## config.mk

```make
export PLATFORM = sky130hd
export DESIGN_NAME = cfgt_top
export DESIGN_NICKNAME = d
export VERILOG_FILES = /design/src/rtl/cfgt_pkg.sv /design/src/rtl/cfgt_line_sync.sv /design/src/rtl/cfgt_bus_fsm.sv /design/src/rtl/cfgt_regs.sv /design/src/rtl/cfgt_top.sv
export SDC_FILE = /design/constraint.sdc
export NUM_CORES = 1
export LEC_CHECK = 0
export ABC_CLOCK_PERIOD_IN_PS = 2290
export CORE_MARGIN = 1.5
export CORE_UTILIZATION = 35
export CTS_CLUSTER_SIZE = 8
export DETAILED_ROUTE_END_ITERATION = 12
export PLACE_DENSITY_LB_ADDON = 0.2
export SLEW_MARGIN = 10
export SYNTH_ARGS = -nofsm -noshare
export SYNTH_HDL_FRONTEND = slang
export SYNTH_SLANG_ARGS = --single-unit
```

## constraint.sdc

```tcl
create_clock -name clk_i -period 2.29 [get_ports clk_i]
set_input_delay 0.3435 -clock clk_i [delete_from_list [all_inputs] [get_ports clk_i]]
set_output_delay 0.3435 -clock clk_i [all_outputs]
set_load 0.005 [all_outputs]
```

## src/rtl/cfgt_pkg.sv

```systemverilog
package cfgt_pkg;
  localparam int BYTE_W   = 8;
  localparam int STRAP_W  = 3;
  localparam int CNT_W    = 4;
  localparam int NUM_PINS = BYTE_W / 2;
  localparam logic [BYTE_W-STRAP_W-2:0] ADDR_FIXED = 4'b0111;
  localparam logic [BYTE_W-1:0] RST_ROUTE  = 8'h00;
  localparam logic [BYTE_W-1:0] RST_PINCTL = 8'hAA;

  typedef enum logic [2:0] {
    ST_IDLE, ST_RX, ST_RX_ACK, ST_TX, ST_TX_ACK
  } bus_st_e;
endpackage

```

## src/rtl/cfgt_line_sync.sv

```systemverilog
module cfgt_line_sync #(
  parameter int STAGES = 2
) (
  input  logic clk_i,
  input  logic rst_ni,
  input  logic line_i,
  output logic level_o,
  output logic rise_o,
  output logic fall_o
);
  // pipe_q[STAGES-1] is the synchronized level, pipe_q[STAGES] its previous value
  logic [STAGES:0] pipe_q;

  always_ff @(posedge clk_i or negedge rst_ni) begin
    if (!rst_ni) pipe_q <= '1;
    else         pipe_q <= {pipe_q[STAGES-1:0], line_i};
  end

  assign level_o = pipe_q[STAGES-1];
  assign rise_o  =  pipe_q[STAGES-1] & ~pipe_q[STAGES];
  assign fall_o  = ~pipe_q[STAGES-1] &  pipe_q[STAGES];
endmodule

```

## src/rtl/cfgt_bus_fsm.sv

```systemverilog
module cfgt_bus_fsm
  import cfgt_pkg::*;
(
  input  logic               clk_i,
  input  logic               rst_ni,
  input  logic               mode_i,
  input  logic               scl_lvl_i,
  input  logic               scl_rise_i,
  input  logic               scl_fall_i,
  input  logic               sda_lvl_i,
  input  logic               sda_rise_i,
  input  logic               sda_fall_i,
  input  logic [STRAP_W-1:0] strap_i,
  input  logic [BYTE_W-1:0]  rd_data_i,
  output logic               sda_pull_o,
  output logic               wr_en_o,
  output logic               wr_sel_o,
  output logic [BYTE_W-1:0]  wr_data_o,
  output logic               rd_sel_o
);
  bus_st_e            state_q;
  logic [CNT_W-1:0]   cnt_q;
  logic [BYTE_W-1:0]  shreg_q;
  logic               is_addr_q, rw_q, ptr_phase_q, ptr_q, mack_q, pull_q;
  logic               start_det, stop_det;

  assign start_det = scl_lvl_i & sda_fall_i;
  assign stop_det  = scl_lvl_i & sda_rise_i;

  always_ff @(posedge clk_i or negedge rst_ni) begin
    if (!rst_ni) begin
      state_q     <= ST_IDLE;
      cnt_q       <= '0;
      shreg_q     <= '0;
      is_addr_q   <= 1'b0;
      rw_q        <= 1'b0;
      ptr_phase_q <= 1'b0;
      ptr_q       <= 1'b0;
      mack_q      <= 1'b0;
      pull_q      <= 1'b0;
      wr_en_o     <= 1'b0;
      wr_sel_o    <= 1'b0;
      wr_data_o   <= '0;
    end else begin
      wr_en_o <= 1'b0;
      if (!mode_i) begin
        state_q <= ST_IDLE;
        pull_q  <= 1'b0;
      end else if (start_det) begin
        state_q     <= ST_RX;
        cnt_q       <= '0;
        is_addr_q   <= 1'b1;
        ptr_phase_q <= 1'b1;
        pull_q      <= 1'b0;
      end else if (stop_det) begin
        state_q <= ST_IDLE;
        pull_q  <= 1'b0;
      end else begin
        unique case (state_q)
          ST_RX: begin
            if (scl_rise_i && cnt_q != CNT_W'(BYTE_W)) begin
              shreg_q <= {shreg_q[BYTE_W-2:0], sda_lvl_i};
              cnt_q   <= cnt_q + 1'b1;
            end else if (scl_fall_i && cnt_q == CNT_W'(BYTE_W)) begin
              if (is_addr_q) begin
                if (shreg_q[BYTE_W-1:1] == {ADDR_FIXED, strap_i}) begin
                  pull_q  <= 1'b1;
                  rw_q    <= shreg_q[0];
                  state_q <= ST_RX_ACK;
                end else begin
                  state_q <= ST_IDLE;
                end
              end else begin
                pull_q  <= 1'b1;
                state_q <= ST_RX_ACK;
                if (ptr_phase_q) begin
                  ptr_q       <= shreg_q[0];
                  ptr_phase_q <= 1'b0;
                end else begin
                  wr_en_o   <= 1'b1;
                  wr_sel_o  <= ptr_q;
                  wr_data_o <= shreg_q;
                  ptr_q     <= ~ptr_q;
                end
              end
            end
          end
          ST_RX_ACK: begin
            if (scl_fall_i) begin
              cnt_q     <= '0;
              is_addr_q <= 1'b0;
              if (is_addr_q && rw_q) begin
                state_q <= ST_TX;
                shreg_q <= rd_data_i;
                pull_q  <= ~rd_data_i[BYTE_W-1];
              end else begin
                state_q <= ST_RX;
                pull_q  <= 1'b0;
              end
            end
          end
          ST_TX: begin
            if (scl_fall_i) begin
              if (cnt_q == CNT_W'(BYTE_W-1)) begin
                pull_q  <= 1'b0;
                ptr_q   <= ~ptr_q;
                state_q <= ST_TX_ACK;
              end else begin
                shreg_q <= {shreg_q[BYTE_W-2:0], 1'b0};
                pull_q  <= ~shreg_q[BYTE_W-2];
                cnt_q   <= cnt_q + 1'b1;
              end
            end
          end
          ST_TX_ACK: begin
            if (scl_rise_i) begin
              mack_q <= ~sda_lvl_i;
            end else if (scl_fall_i) begin
              if (mack_q) begin
                state_q <= ST_TX;
                cnt_q   <= '0;
                shreg_q <= rd_data_i;
                pull_q  <= ~rd_data_i[BYTE_W-1];
              end else begin
                state_q <= ST_IDLE;
              end
            end
          end
          default: ;
        endcase
      end
    end
  end

  assign sda_pull_o = pull_q;
  assign rd_sel_o   = ptr_q;

  // the target moves the data line only while the clock is low
  assert_sda_change_scl_low_R1: assert property (@(posedge clk_i) disable iff (!rst_ni)
    (!$stable(pull_q) && $past(mode_i) && !$past(start_det) && !$past(stop_det))
      |-> !$past(scl_lvl_i));

  assert_ptr_toggle_R6: assert property (@(posedge clk_i) disable iff (!rst_ni)
    wr_en_o |-> (ptr_q != $past(ptr_q)));

  assert_stop_idle_R8: assert property (@(posedge clk_i) disable iff (!rst_ni)
    (stop_det && mode_i) |=> (state_q == ST_IDLE && !pull_q));
endmodule

```

## src/rtl/cfgt_regs.sv

```systemverilog
module cfgt_regs
  import cfgt_pkg::*;
(
  input  logic                clk_i,
  input  logic                rst_ni,
  input  logic                mode_i,
  input  logic                wr_en_i,
  input  logic                wr_sel_i,
  input  logic [BYTE_W-1:0]   wr_data_i,
  input  logic                rd_sel_i,
  output logic [BYTE_W-1:0]   rd_data_o,
  output logic [BYTE_W-1:0]   route_o,
  output logic [NUM_PINS-1:0] pin_val_o,
  output logic [NUM_PINS-1:0] pin_oe_o
);
  logic [BYTE_W-1:2] route_q;
  logic [BYTE_W-1:0] pinctl_q;

  always_ff @(posedge clk_i or negedge rst_ni) begin
    if (!rst_ni) begin
      route_q  <= RST_ROUTE[BYTE_W-1:2];
      pinctl_q <= RST_PINCTL;
    end else if (wr_en_i) begin
      if (wr_sel_i) pinctl_q <= wr_data_i;
      else          route_q  <= wr_data_i[BYTE_W-1:2];
    end
  end

  // low two routing bits are hardwired zero
  assign route_o   = {route_q, 2'b00};
  assign rd_data_o = rd_sel_i ? pinctl_q : route_o;

  for (genvar p = 0; p < NUM_PINS; p++) begin : g_pin
    assign pin_oe_o[p]  = mode_i & ~pinctl_q[2*p+1];
    assign pin_val_o[p] = pin_oe_o[p] & pinctl_q[2*p];
  end

  assert_wr_route_R10: assert property (@(posedge clk_i) disable iff (!rst_ni)
    (wr_en_i && !wr_sel_i) |=> (route_o[BYTE_W-1:2] == $past(wr_data_i[BYTE_W-1:2])));

  assert_wr_pin0_R4: assert property (@(posedge clk_i) disable iff (!rst_ni)
    (wr_en_i && wr_sel_i) |=> (!mode_i || pin_oe_o[0] == !$past(wr_data_i[1])));
endmodule

```

## src/rtl/cfgt_top.sv

```systemverilog
module cfgt_top
  import cfgt_pkg::*;
#(
  parameter int SYNC_STAGES = 2
) (
  input  logic                clk_i,
  input  logic                rst_ni,
  input  logic                mode_i,
  input  logic                scl_i,
  input  logic                sda_i,
  input  logic [STRAP_W-1:0]  strap_i,
  output logic                sda_pull_o,
  output logic [BYTE_W-1:0]   route_o,
  output logic [NUM_PINS-1:0] pin_val_o,
  output logic [NUM_PINS-1:0] pin_oe_o
);
  logic scl_lvl, scl_rise, scl_fall, sda_lvl, sda_rise, sda_fall;
  logic wr_en, wr_sel, rd_sel;
  logic [BYTE_W-1:0] wr_data, rd_data;

  cfgt_line_sync #(.STAGES(SYNC_STAGES)) u_scl_sync (
    .clk_i, .rst_ni, .line_i(scl_i),
    .level_o(scl_lvl), .rise_o(scl_rise), .fall_o(scl_fall));

  cfgt_line_sync #(.STAGES(SYNC_STAGES)) u_sda_sync (
    .clk_i, .rst_ni, .line_i(sda_i),
    .level_o(sda_lvl), .rise_o(sda_rise), .fall_o(sda_fall));

  cfgt_bus_fsm u_fsm (
    .clk_i, .rst_ni, .mode_i,
    .scl_lvl_i(scl_lvl), .scl_rise_i(scl_rise), .scl_fall_i(scl_fall),
    .sda_lvl_i(sda_lvl), .sda_rise_i(sda_rise), .sda_fall_i(sda_fall),
    .strap_i, .rd_data_i(rd_data),
    .sda_pull_o, .wr_en_o(wr_en), .wr_sel_o(wr_sel), .wr_data_o(wr_data),
    .rd_sel_o(rd_sel));

  cfgt_regs u_regs (
    .clk_i, .rst_ni, .mode_i,
    .wr_en_i(wr_en), .wr_sel_i(wr_sel), .wr_data_i(wr_data),
    .rd_sel_i(rd_sel), .rd_data_o(rd_data),
    .route_o, .pin_val_o, .pin_oe_o);

  assert_quiet_bus_R9: assert property (@(posedge clk_i) disable iff (!rst_ni)
    !mode_i |=> !sda_pull_o);
endmodule

```

Word-level counts from Yosys, hierarchy flattened
Index checks and enable logic that the tools add are counted.
Word-level totals
  bits in registers: 51
  bits in latches: 0
  bits in writable memories: 0
  ROM bits: 0
  bits of input ports: 8
  output and inout bits: 17
  logic and storage cells: 185
  memories kept: 0
Operators by class
  $add $sub $neg: 1
  $mul: 0
  divide/modulo/power cells: 0
  magnitude comparators: 0
  equal/unequal tests: 40
  shifts and indexed selects: 0
  multiplexer cells: 75
  bitwise gates (word level): 31
  reduce and logical (&&, ||, !) cells: 22
Operator list (count)
  $mux 8: 9
  $mux 1: 38
  $mux 4: 9
  $pmux 8 s4: 1
  $mux 3: 10
  $ne 5x2->1 const B: 6
  $reduce_and 8->1: 3
  $ne 2x1->1 const B: 10
  $reduce_and 9->1: 2
  $not 1->1: 17
  $pmux 4 s4: 1
  $ne 3x1->1 const B: 5
  $and 1x1->1: 14
  $pmux 3 s4: 1
  $reduce_and 12->1: 1
  $ne 2x2->1 const B: 5
  $reduce_and 10->1: 1
  $reduce_bool 2->1: 5
  $mux 2: 4
  $eq 7x6->1: 1
  $ne 7x1->1 const B: 1
  $eq 3x2->1 const B: 2
  $ne 6x6->1 const B: 1
  $reduce_and 6->1: 1
  other kinds (18): 21

Logic depth before layout (Yosys ltp)
Gate-level depths: netlist of run 1.
  word-level depth: 9
  mapped depth: 8
  depth with buffers taken out: 7

By module
Synthesis of run 1 repeated with hierarchy kept, for this count alone.
Second synthesis, totals
  cells, all modules: 228
  area, all modules: 2701.3 µm²
Modules (own cells, without submodules)
  cfgt_bus_fsm: instances 1, cells an instance 167, area an instance 1800.5 µm², seq. area each 775.7 µm²
  cfgt_regs: instances 1, cells an instance 51, area an instance 713.2 µm², seq. area each 355.3 µm²
  cfgt_line_sync: instances 2, cells an instance 5, area an instance 93.8 µm², seq. area each 78.8 µm²

Worst setup path before layout of run 1
OpenSTA, ideal clock, no wires.
  path kind: register to register
  start: register u_fsm.state_q[1]
  end: register u_fsm.wr_data_o[2]
  library setup time: 0.125 ns
  arrival time: 2.064 ns
  data required time: 2.165 ns
  slack: 0.101 ns
  cell stages (with the launch flop): 7
  path buffers: 2
  period minus slack after synthesis: 2.189 ns
  cells stage by stage: dfrtp_1 > buf_6 > or3b_4 > or2_4 > or4_4 > buf_6 > mux2_4
On the way
  longest elaborated chain between the ends: 2
RTL lines
  start, declared: RTL line cfgt_bus_fsm.sv:21  | bus_st_e state_q;
  start signal, assigned: RTL line cfgt_bus_fsm.sv:32  | state_q <= ST_IDLE;
  start signal, assigned: RTL line cfgt_bus_fsm.sv:47  | state_q <= ST_IDLE;
  start signal, assigned: RTL line cfgt_bus_fsm.sv:50  | state_q <= ST_RX;
  $eq 3x1->1: RTL line cfgt_bus_fsm.sv:59  | unique case (state_q)
  $reduce_and 8->1 (no line)
  end signal, assigned: RTL line cfgt_bus_fsm.sv:82  | wr_data_o <= shreg_q;
  end, declared: RTL line cfgt_bus_fsm.sv:18  | output logic [BYTE_W-1:0] wr_data_o,
No other way between the ends.
A chain may end at the register's enable or synchronous reset.

Worst setup path after layout of run 1
  start: register u_fsm.cnt_q[0]
  end: register u_fsm.shreg_q[5]
On the way
  longest elaborated chain between the ends: 4
  elaborated cells on any way between the ends: 6
  those cells by class: eq/ne: 4; reduce/logical: 2
RTL lines
  start, declared: RTL line cfgt_bus_fsm.sv:22  | logic [CNT_W-1:0] cnt_q;
  start signal, assigned: RTL line cfgt_bus_fsm.sv:63  | cnt_q <= cnt_q + 1'b1;
  start signal, assigned: RTL line cfgt_bus_fsm.sv:111  | cnt_q <= cnt_q + 1'b1;
  $ne 4x4->1: RTL line cfgt_bus_fsm.sv:61  | if (scl_rise_i && cnt_q != CNT_W'(BYTE_W)) begin
  $logic_and 1x1->1: RTL line cfgt_bus_fsm.sv:61
  $ne 2x1->1 (no line)
  $reduce_and 12->1 (no line) *
  end signal, assigned: RTL line cfgt_bus_fsm.sv:62  | shreg_q <= {shreg_q[BYTE_W-2:0], sda_lvl_i};
  end signal, assigned: RTL line cfgt_bus_fsm.sv:94  | shreg_q <= rd_data_i;
  end signal, assigned: RTL line cfgt_bus_fsm.sv:109  | shreg_q <= {shreg_q[BYTE_W-2:0], 1'b0};
  end, declared: RTL line cfgt_bus_fsm.sv:23  | logic [BYTE_W-1:0] shreg_q;
Every way passes the cells marked *; elsewhere a longest branch is shown, timed or not.

==> results of run 1 <==
## report_power, final
part           total (mW)  leakage, nW  internal [mW]  switching, mW
registers            1.02        0.651          0.961         0.0590
logic               0.236        0.686          0.118          0.117
clock network       0.664       0.0618          0.360          0.304
## worst max-delay path, stage by stage, from the launching register on
cell,delay (ns)
dfrtp_1,0.41
ha_1,0.23
and3b_1,0.21
a211o_1,0.30
and3_1,0.23
a211oi_4,0.22
buf_12,0.17
mux2_2,0.33
## final timing paths
path | start | endpoint | slack, ns | cells past startpoint
max | u_fsm.cnt_q[0] | u_fsm.shreg_q[5] | 0.09 | 7
min | rst_ni | u_regs.route_q[5] | 0.0006 | 2
max reg2reg | u_fsm.cnt_q[0] | u_fsm.shreg_q[5] | 0.09 | 7
min reg2reg | u_sda_sync.pipe_q[0] | u_sda_sync.pipe_q[1] | 0.36 | 0
max in group asynchronous | rst_ni | u_scl_sync.pipe_q[0] | 1.98 | 2
min in group clk_i | u_sda_sync.pipe_q[0] | u_sda_sync.pipe_q[1] | 0.36 | 0
## cell type report
type	count	area share, %
inverter	6	0.7186
sequential	51	41.12
timing repair buffer	39	11.82
clock inverter	2	1.238
tap	99	3.952
multi-input combinational	158	38.52
clock buffer	6	2.635
## kinds of logic after synthesis
logic type	count (synthesis)	synth area share [%]
AO/OA/AOI/OAI	39	10.82
multiplexers	41	18.43
other	1	0.1454
adder cells (fa/ha/maj)	2	0.9698
buffers and inverters	17	3.394
flip-flops	51	49.95
AND/OR/NAND/NOR	70	14.94
XOR/XNOR	4	1.358
## layer usage
layer,share of wire [%],up-vias,global-route usage [%]
met2,46,38,21.76
li1,-,876,-
met5,0,-,0
met3,4.0,4,3.545
met4,0.80,0,3.409
met1,50,886,21.90
## repair_timing
| item | CTS | global route |
|---|---|---|
| endpoints found under the setup margin | 0 | 2 |
| buffers inserted | 0 | 0 |
| resized for setup | 0 | 1 |
## metrics by stage
stage	hold slack [ns]	cell area [um^2]	std cells	util (%)	total power [mW]
floorplan	0.04791	2584	226	-	1.179
global placement	0.3465	3010	353	41.95	1.273
detailed placement	0.3479	3010	353	41.95	1.278
CTS	0.01922	3132	361	43.64	1.955
global route	0.02881	3134	361	43.68	2.028
finish	0.0006240	3134	361	43.68	1.919
## flip-flops by register name, summed over array words and instances, names as in the netlist, 3 cells and up
| signal | cells |
|---|---|
| u_sda_sync.pipe_q | 3 |
| u_regs.route_q | 6 |
| u_fsm.wr_data_o | 8 |
| u_regs.pinctl_q | 8 |
| u_scl_sync.pipe_q | 3 |
| u_fsm.cnt_q | 4 |
| u_fsm.state_q | 3 |
| u_fsm.shreg_q | 8 |
## cells in the final DEF, fill, tap and decap left out, drive strengths merged, types with 5 or more instances in the layout
master          n
clkbuf          6
nand2          15
nor2           13
dfstp          10
mux2i          10
buf            18
and2            7
o21ai           5
nor2b           7
nand3           5
a21oi          11
mux2           31
dfrtp          41
inv             7
clkdlybuf4s50  20
==> metrics, run 1 <==
Mapped Avg Cell Area=11.47 um^2; RSZ-0062 raised after global routing=no; fraction of layout cells with a size suffix above 1=27.48%; Required @ worst endpoint=2.48 ns; root buffer cell=clkbuf_8; startpoint types=flip-flop; Post-synth ARST share=100.0%; final worst slack=0.09465 ns; fin crit period=2.195 ns; Clock Latency Late Sink=0.30 ns; slew margin rel.=56.98%; Site Rows=31; final wirelength=5227 um; CTS tree=yes; crit path kind=reg -> reg; synth cell count leaders=dfrtp_1 (41), mux2_2 (24), nand2_1 (15), nor2_1 (13), a21oi_1 (11); Pleak=1.398 nW; DRC=0; critical path arrival=2.39 ns; FILL cells=688; first-iteration detailed-routing DRC count=94; P&R area growth vs syn=21.48%; ANT nets after route=0; final setup fails=0; total power divided by cell area=612.3 nW/um^2; CP max FO=8; Die W=88.86 um; area leader, netlist=dfrtp_1; # diodes=0; clk slew on worst S/H paths=0.09 ns; H-Tree Depth=2; Nets=271; total overflow reported by the global router=0; synthesized area=2580 um^2; Die Y-Extent=88.86 um; Placer Congestion=0.8826; final hold viol count=0; Period Utilization, post-route=95.87%; Sink Count=51; Ys Warns=0; final setup skew=0.006522 ns; Initial Util=35.95%; 1st-pass router iterations=4; Peak VDD IR=0.2549 mV; largest net degree at the start of global routing=52; top-count cell post-synth=dfrtp_1; Yosys reg bits=51; Critical Path End Type=flip-flop; pre-CTS WS=0.07087 ns; Avg Vias per Cell=4.997; vias in the first global route=1731; TNS Setup=0 ns; antenna violations before repair=0; Core ar.=7176 um^2; Post-Syn Instances=225; Area contributors post-synth=dfrtp_1 (40%), mux2_2 (10%), dfstp_2 (10%); multi-input logic area=1207 um^2; via count=1804; CTS Buf Count=5; # hold bufs at CTS=0; GRT Overall Usage=14.77%; worst slew pin tran=0.6439 ns; status=finished clean; DR WL/cell=14.48 um; port bufs=22; first-pass GRT wire length=8776 um; Sequential cell area=1289 um^2; Max Clk Rate=455.5 MHz; I/O Pins=25; library cells used by synthesis=50; Final Max Tran Viols=0; Post-synth top flop=dfrtp_1; DP HPWL=3790 um; die area=7895 um^2; Max-cap violations=0; post-synth top area share=39.77%; EDFF count, synth=0; Max Root-Sink Buffers=2; sequential area share after synthesis=49.95%; hold crit path type=in -> async
(Power assumes the default switching activity.)
==> run 2: changes to the inputs <==
--- a/config.mk
+++ b/config.mk
@@ -5,9 +5,9 @@
 export SDC_FILE = /design/constraint.sdc
 export NUM_CORES = 1
 export LEC_CHECK = 0
-export ABC_CLOCK_PERIOD_IN_PS = 2290
 export CORE_MARGIN = 1.5
 export CORE_UTILIZATION = 35
+export CTS_CLUSTER_DIAMETER = 30
 export CTS_CLUSTER_SIZE = 8
 export DETAILED_ROUTE_END_ITERATION = 12
 export PLACE_DENSITY_LB_ADDON = 0.2
==> results of run 2 <==
Same layout as run 1: the final DEF is identical, and so are final timing and power.
